[config.mk]
export PLATFORM = sky130hd
export DESIGN_NAME = burst_col_seq
export DESIGN_NICKNAME = d
export VERILOG_FILES = /design/src/rtl/burst_seq_pkg.sv /design/src/rtl/bcs_ctrl.sv /design/src/rtl/bcs_order.sv /design/src/rtl/burst_col_seq.sv
export SDC_FILE = /design/constraint.sdc
export NUM_CORES = 1
export LEC_CHECK = 0
export BUFFER_PORTS_ARGS = -buffer_cell sky130_fd_sc_hd__buf_2
export CORE_MARGIN = 5
export CORE_UTILIZATION = 25
export CTS_CLUSTER_DIAMETER = 40
export DETAILED_ROUTE_END_ITERATION = 10
export SETUP_SLACK_MARGIN = 0.15
export SLEW_MARGIN = 5
export SYNTH_ARGS = -nofsm -noshare
export SYNTH_HDL_FRONTEND = slang
export SYNTH_HIERARCHICAL = 1
export SYNTH_SLANG_ARGS = --single-unit
[constraint.sdc]
create_clock -name clk -period 2.5 [get_ports clk]
set_clock_uncertainty 0.2 [all_clocks]
set_input_delay 0.25 -clock clk [delete_from_list [all_inputs] [get_ports clk]]
set_output_delay 0.25 -clock clk [all_outputs]
set_load 0.02 [all_outputs]
[src/rtl/burst_seq_pkg.sv]
// Shared types for the burst column sequencer.
// Assumes: nothing beyond IEEE 1800-2017 packages.
package burst_seq_pkg;
    typedef enum logic {
        ORDER_SEQ = 1'b0,
        ORDER_ILV = 1'b1
    } order_e;
endpackage

[src/rtl/bcs_ctrl.sv]
// Burst control: accepts starts, captures configuration, counts beats,
// flags the final beat and reports starts that arrive while busy.
// Assumes: length code 0 is treated as the shortest burst; codes above
// MAX_LOG2 are clamped to the longest burst.
module bcs_ctrl
    import burst_seq_pkg::*;
#(
    parameter int COL_W    = 10,
    parameter int MAX_LOG2 = 3,
    localparam int OFS_W   = MAX_LOG2,
    localparam int LEN_W   = $clog2(MAX_LOG2 + 1)
) (
    input  logic             clk,
    input  logic             rst_n,
    input  logic             start_i,
    input  logic [COL_W-1:0] start_col_i,
    input  logic [LEN_W-1:0] len_code_i,
    input  order_e           order_i,
    output logic             active_o,
    output logic             last_o,
    output logic [OFS_W-1:0] beat_o,
    output logic [OFS_W-1:0] mask_o,
    output logic [COL_W-1:0] base_o,
    output order_e           order_o,
    output logic             err_o
);
    logic             active_q;
    logic [OFS_W-1:0] beat_q;
    logic [OFS_W-1:0] mask_q;
    logic [COL_W-1:0] base_q;
    order_e           order_q;
    logic             err_q;
    logic [OFS_W-1:0] mask_in;
    logic [LEN_W-1:0] k_eff;
    logic             last;
    logic             accept;

    // Turn the length code into a field mask with k_eff low ones.
    always_comb begin
        if (len_code_i == '0)
            k_eff = LEN_W'(1);
        else if (int'(len_code_i) > MAX_LOG2)
            k_eff = LEN_W'(MAX_LOG2);
        else
            k_eff = len_code_i;
        for (int i = 0; i < OFS_W; i++)
            mask_in[i] = (i < int'(k_eff));
    end

    // The final beat is the one whose index equals length minus one.
    assign last   = active_q && (beat_q == mask_q);
    assign accept = start_i && (!active_q || last);

    // Burst state: load on accept, advance per beat, drop to idle after the last.
    always_ff @(posedge clk) begin
        if (!rst_n) begin
            active_q <= 1'b0;
            beat_q   <= '0;
            mask_q   <= '0;
            base_q   <= '0;
            order_q  <= ORDER_SEQ;
            err_q    <= 1'b0;
        end else begin
            err_q <= start_i && active_q && !last;
            if (accept) begin
                active_q <= 1'b1;
                beat_q   <= '0;
                mask_q   <= mask_in;
                base_q   <= start_col_i;
                order_q  <= order_i;
            end else if (active_q) begin
                if (last)
                    active_q <= 1'b0;
                else
                    beat_q <= beat_q + OFS_W'(1);
            end
        end
    end

    assign active_o = active_q;
    assign last_o   = last;
    assign beat_o   = beat_q;
    assign mask_o   = mask_q;
    assign base_o   = base_q;
    assign order_o  = order_q;
    assign err_o    = err_q;

    // the beat index never leaves the selected field
    assert_beat_in_field_R3: assert property (@(posedge clk) disable iff (!rst_n)
        active_q |-> ((beat_q & ~mask_q) == '0));

    // configuration is held while the burst runs
    assert_cfg_held_R8: assert property (@(posedge clk) disable iff (!rst_n)
        (active_q && !last) |=> ($stable(mask_q) && $stable(order_q) && $stable(base_q)));

    // a start in mid-burst neither restarts nor stops it, and is flagged
    assert_busy_ignored_R11: assert property (@(posedge clk) disable iff (!rst_n)
        (start_i && active_q && !last) |=>
            (active_q && err_o && (beat_q == OFS_W'($past(beat_q) + OFS_W'(1)))));

    // with no start on the last beat the block goes idle
    assert_idle_after_last_R9: assert property (@(posedge clk) disable iff (!rst_n)
        (last && !start_i) |=> !active_q);

    // a start on the last beat chains straight into beat zero
    assert_chain_R10: assert property (@(posedge clk) disable iff (!rst_n)
        (last && start_i) |=> (active_q && beat_q == '0 && !err_o));
endmodule

[src/rtl/bcs_order.sv]
// Ordering arithmetic: forms the beat column from the captured start,
// the field mask and the beat index.
// Assumes: beat index stays inside the mask, so XOR needs no extra masking.
module bcs_order
    import burst_seq_pkg::*;
#(
    parameter int COL_W    = 10,
    parameter int MAX_LOG2 = 3,
    localparam int OFS_W   = MAX_LOG2
) (
    input  logic [COL_W-1:0] base_i,
    input  logic [OFS_W-1:0] mask_i,
    input  logic [OFS_W-1:0] beat_i,
    input  order_e           order_i,
    output logic [COL_W-1:0] col_o
);
    logic [OFS_W-1:0] low;
    logic [OFS_W-1:0] calc;
    logic [OFS_W-1:0] merged;

    assign low = base_i[OFS_W-1:0];

    // Pick wrap-by-addition or XOR ordering for the low field.
    always_comb begin
        if (order_i == ORDER_ILV)
            calc = low ^ beat_i;
        else
            calc = low + beat_i;
    end

    // Per bit: inside the field take the ordered value, outside keep the start.
    for (genvar i = 0; i < OFS_W; i++) begin : g_merge
        assign merged[i] = mask_i[i] ? calc[i] : low[i];
    end

    // Upper column bits pass through untouched.
    if (COL_W > OFS_W) begin : g_upper
        assign col_o = {base_i[COL_W-1:OFS_W], merged};
    end else begin : g_noupper
        assign col_o = merged;
    end
endmodule

[src/rtl/burst_col_seq.sv]
// Top of the burst column sequencer: control plus ordering arithmetic.
// Assumes: one beat per clock; outputs are driven from captured state
// through the ordering logic.
module burst_col_seq
    import burst_seq_pkg::*;
#(
    parameter int COL_W    = 10,
    parameter int MAX_LOG2 = 3,
    localparam int OFS_W   = MAX_LOG2,
    localparam int LEN_W   = $clog2(MAX_LOG2 + 1)
) (
    input  logic             clk,
    input  logic             rst_n,
    input  logic             start_i,
    input  logic [COL_W-1:0] start_col_i,
    input  logic [LEN_W-1:0] blen_i,
    input  logic             btype_i,
    output logic [COL_W-1:0] col_o,
    output logic             valid_o,
    output logic             last_o,
    output logic             busy_err_o
);
    logic [OFS_W-1:0] beat;
    logic [OFS_W-1:0] mask;
    logic [COL_W-1:0] base;
    order_e           ord;

    bcs_ctrl #(.COL_W(COL_W), .MAX_LOG2(MAX_LOG2)) u_ctrl (
        .clk        (clk),
        .rst_n      (rst_n),
        .start_i    (start_i),
        .start_col_i(start_col_i),
        .len_code_i (blen_i),
        .order_i    (order_e'(btype_i)),
        .active_o   (valid_o),
        .last_o     (last_o),
        .beat_o     (beat),
        .mask_o     (mask),
        .base_o     (base),
        .order_o    (ord),
        .err_o      (busy_err_o)
    );

    bcs_order #(.COL_W(COL_W), .MAX_LOG2(MAX_LOG2)) u_order (
        .base_i (base),
        .mask_i (mask),
        .beat_i (beat),
        .order_i(ord),
        .col_o  (col_o)
    );

    // bits outside the active field do not move between beats
    assert_outside_kept_R7: assert property (@(posedge clk) disable iff (!rst_n)
        (valid_o && !last_o) |=>
            (((col_o[OFS_W-1:0] ^ $past(col_o[OFS_W-1:0])) & ~mask) == '0));

    // sequential field steps by one modulo the length
    assert_seq_step_R4: assert property (@(posedge clk) disable iff (!rst_n)
        (valid_o && !last_o && ord == ORDER_SEQ) |=>
            (((col_o[OFS_W-1:0] - $past(col_o[OFS_W-1:0])) & mask) == OFS_W'(1)));

    // interleaved field changes by exactly the change of beat index
    assert_ilv_step_R5: assert property (@(posedge clk) disable iff (!rst_n)
        (valid_o && !last_o && ord == ORDER_ILV) |=>
            (((col_o[OFS_W-1:0] ^ $past(col_o[OFS_W-1:0])) & mask) == (beat ^ $past(beat))));
endmodule

==> results by group <==
Finish
  – Antenna Diode Count: 0
  – Post-layout util: 30.3%
  – Area added between synthesis and finish: 19.1%
  – Fraction of layout instances using a drive strength above 1: 31.0%
  – Final standard cell area without fillers: 0.00119 sq mm
  – Number of nets in the layout: 150
  – Fillers: 412

Clock tree
  – CTS buffer count: 3
  – Number of hold buffers added after CTS: 0
  – CTS H-tree lvls: 1
  – Insertion delay of the later-clocked pin in the worst-skew pair: 260 ps
  – TritonCTS clock tree: done
  – Maximum buffer depth of the clock tree: 2
  – Clock net sink count: 19
  – CTS clock-pin slew for the worst setup and hold paths: 70 ps
  – CTS Root Buffer Type: sky130_fd_sc_hd__clkbuf_8

Global routing
  – Vias in the first global route: 755
  – Antenna violations before repair: 0
  – Grt total ovfl: 0
  – Met2 routing resource usage after global routing: 12.3%
  – Largest net degree at the start of global routing: 37
  – GR met3 Demand/Resource: 2.74%
  – Total GRT Usage: 8.26%
  – Busiest metal layer after global routing: met2
  – Global routing usage on met1: 10.3%
  – First-pass GRT wire length: 3380 microns

Worst setup path
  – Startpoint kind of the worst setup timing path: register
  – Critical Setup Path Class: register to primary output
  – CP Max Fanout: 5
  – Worst EP arrival: 1800 ps
  – Required time of the worst setup path: 2050 ps
  – Type of destination of the critical path: primary output

Floorplan
  – Die boundary height: 73.3 microns
  – DIE WIDTH: 73.3 microns
  – Row count: 23
  – Area of the placeable core: 0.00394 sq mm
  – Starting utilization of the core area: 25.4%
  – I/O pin count: 29
  – Overall die area: 0.00538 sq mm

STA
  – Minimum hold slack: 22.7 ps
  – Transition time at the pin with the least slew margin: 578 ps
  – Final critical-path required period: 2250 ps
  – Final hold violation count: 0
  – Worst max-slew margin expressed relative to the limit: 61.5%
  – Pins Over Slew Limit: 0
  – Achievable frequency: 445 MHz
  – Total of endpoints with negative setup slack in the final report: 0
  – Final period utilization: 89.8%
  – Setup repair after global routing missed its margin: no
  – Total Neg Setup Slack: 0 ps

Routing
  – Avg WL per Cell: 11.8 microns
  – Via density per instance: 4.35
  – Final routed DRC violation total: 0
  – Vias: 779
  – First-pass detailed-route iteration total: 3
  – Count of antenna-violating nets left after detailed routing: 0
  – Count of routing violations after the opening detailed-route iteration: 49
  – DRT Wirelength: 2110 microns

Placement
  – Sum of net half-perimeters after detailed placement: 1470 microns
  – Count of buffers inserted at the top-level ports: 28
  – GPL Wtd Cong: 0.809
  – Post-Place Cell Area: 0.00113 sq mm

Logic synthesis
  – Synthesized netlist cell count: 108
  – Area of the mapped netlist: 0.00100 sq mm
  – Syn nets: 128
  – Mean instance size in the synthesized netlist: 9.28 sq um
  – Unique masters post-synth: 28
  – Warning count from the yosys run: 6
  – Share of the yosys chip area belonging to registers: 38.0%
  – Synthesized flop and latch total: 19

Pwr
  – Peak supply drop: 205 uV
  – Total power: 739 uW
  – Total power density per cell area: 619 mW/mm^2
  – Lkg Pwr: 0.000567 uW

Worst hold path
  – Worst min-delay path class: primary input to register

Run
  – Reported max-cap violation count: 0

Outcome
  – Result of the run: completed
[state kept, by name, summed over array words and instances (netlist names)]
register,flops
u_ctrl/active_o,1
u_ctrl/base_o,10
u_ctrl/beat_o,3
u_ctrl/err_o,1
u_ctrl/mask_o,3
u_ctrl/order_o,1
[synthesized netlist by cell type]
cell type                   n  share of area, %
sky130_fd_sc_hd__o311ai_0   1              0.87
sky130_fd_sc_hd__o21a_1     3               2.2
sky130_fd_sc_hd__a21oi_1    1              0.50
sky130_fd_sc_hd__inv_1      4               1.5
sky130_fd_sc_hd__o31a_2     1               1.0
sky130_fd_sc_hd__o31ai_1    2               1.5
sky130_fd_sc_hd__xnor2_1    1              0.87
sky130_fd_sc_hd__buf_4      7               5.2
sky130_fd_sc_hd__nor2b_1    1              0.62
sky130_fd_sc_hd__mux2_2     1               1.1
sky130_fd_sc_hd__fa_1       1               2.0
sky130_fd_sc_hd__o32ai_1    1              0.87
sky130_fd_sc_hd__and3_1     1              0.62
sky130_fd_sc_hd__xor2_1     3               2.6
sky130_fd_sc_hd__nor3_1     1              0.50
sky130_fd_sc_hd__o21ai_1    1              0.50
sky130_fd_sc_hd__and4b_1    2               2.0
sky130_fd_sc_hd__buf_6      1               1.1
sky130_fd_sc_hd__clkbuf_1   4               1.5
sky130_fd_sc_hd__nand2_1   28                10
sky130_fd_sc_hd__ha_1       3               3.7
sky130_fd_sc_hd__dfxtp_1   19                38
sky130_fd_sc_hd__nor4b_1    1              0.87
sky130_fd_sc_hd__nand3_1    2               1.0
sky130_fd_sc_hd__o41ai_4    1               2.7
sky130_fd_sc_hd__nand2b_1   1              0.62
sky130_fd_sc_hd__nor2_1     1              0.37
sky130_fd_sc_hd__mux2i_1   15                15
[what timing repair did]
| action | 4_1_cts | 5_1_grt |
|---|---|---|
| setup buffers | 0 | 0 |
| resized for setup | 1 | 6 |
| endpoints found under the setup margin | 1 | 1 |
[worst max-delay path: stages, from the launching register on]
cell	delay, ps
sky130_fd_sc_hd__dfxtp_4	360
sky130_fd_sc_hd__ha_1	180
sky130_fd_sc_hd__inv_1	70
sky130_fd_sc_hd__fa_2	430
sky130_fd_sc_hd__nor2_1	100
sky130_fd_sc_hd__a21oi_1	50
sky130_fd_sc_hd__mux2i_1	160
sky130_fd_sc_hd__buf_2	190
[routing by layer]
metal  routed length [microns]  part of all wire [%]
met1                       968                    46
met2                       899                    43
met3                       189                   9.0
met4                        52                   2.5
met5                         0                     0
[power by group]
part | switching, uW | internal (uW)
sequential | 20.4 | 330
clock | 103 | 114
combinational | 100 | 72.2
total | 224 | 515
[per-stage QoR]
| step | instances | worst slack (ps) |
|---|---|---|
| after global placement | 175 | 443 |
| final | 179 | 254 |
| after floorplan | 108 | 509 |
| after CTS | 179 | 169 |
| after detailed placement | 175 | 389 |
| after global routing | 179 | 199 |
[logic make-up (layout without fill, tap and decap cells)]
kind of cell / Yosys count / after routing / share of synthesized area, %
adders and majority gates: 4 / 4 / 5.74
AOI/OAI and AO/OA: 11 / 11 / 10.2
buffers and inverters: 16 / 37 / 9.36
and+or+nand+nor: 38 / 38 / 17.1
DFF: 19 / 19 / 38.0
xor gates and xnor gates: 4 / 4 / 3.50
muxes: 16 / 16 / 16.1
[area by class of cell]
type	count	area, sq um	area share (%)
clock buffer	4	45.0	3.77
inverter	4	15.0	1.26
multi-input combinational	73	534	44.8
timing repair buffer	29	150	12.6
tap	50	62.6	5.24
sequential	19	387	32.4
[placed cells by master, fill, tap and decap left out]
master / Yosys / routed
sky130_fd_sc_hd__a21oi_1: 1 / 1
sky130_fd_sc_hd__and3_1: 1 / 1
sky130_fd_sc_hd__and4b_1: 2 / 2
sky130_fd_sc_hd__buf_2: 0 / 27
sky130_fd_sc_hd__buf_4: 7 / 2
sky130_fd_sc_hd__clkbuf_1: 4 / 1
sky130_fd_sc_hd__clkbuf_8: 0 / 3
sky130_fd_sc_hd__dfxtp_1: 19 / 16
sky130_fd_sc_hd__dfxtp_2: 0 / 2
sky130_fd_sc_hd__dfxtp_4: 0 / 1
sky130_fd_sc_hd__fa_2: 0 / 1
sky130_fd_sc_hd__ha_1: 3 / 3
sky130_fd_sc_hd__inv_1: 4 / 4
sky130_fd_sc_hd__mux2_2: 1 / 1
sky130_fd_sc_hd__mux2i_1: 15 / 15
sky130_fd_sc_hd__nand2_1: 28 / 28
sky130_fd_sc_hd__nand2b_1: 1 / 1
sky130_fd_sc_hd__nand3_1: 2 / 2
sky130_fd_sc_hd__nor2_1: 1 / 1
sky130_fd_sc_hd__nor2b_1: 1 / 1
sky130_fd_sc_hd__nor3_1: 1 / 1
sky130_fd_sc_hd__nor4b_1: 1 / 1
sky130_fd_sc_hd__o21a_1: 3 / 3
sky130_fd_sc_hd__o21ai_2: 0 / 1
sky130_fd_sc_hd__o311ai_0: 1 / 1
sky130_fd_sc_hd__o31a_2: 1 / 1
sky130_fd_sc_hd__o31ai_1: 2 / 2
sky130_fd_sc_hd__o32ai_1: 1 / 1
sky130_fd_sc_hd__o41ai_4: 1 / 1
sky130_fd_sc_hd__xnor2_1: 1 / 1
sky130_fd_sc_hd__xor2_1: 3 / 3
[final timing paths]
path                         start                to  slack (ps)  cells past startpoint
hold reg to reg   u_ctrl/base_o[8]  u_ctrl/base_o[8]         250                      2
setup / recovery  u_ctrl/beat_o[0]          col_o[1]         250                      7
setup reg to reg  u_ctrl/mask_o[1]  u_ctrl/base_o[0]         770                      4
hold / removal      start_col_i[8]  u_ctrl/base_o[8]          20                      3
No activity file was read; power rests on OpenSTA's default activity.
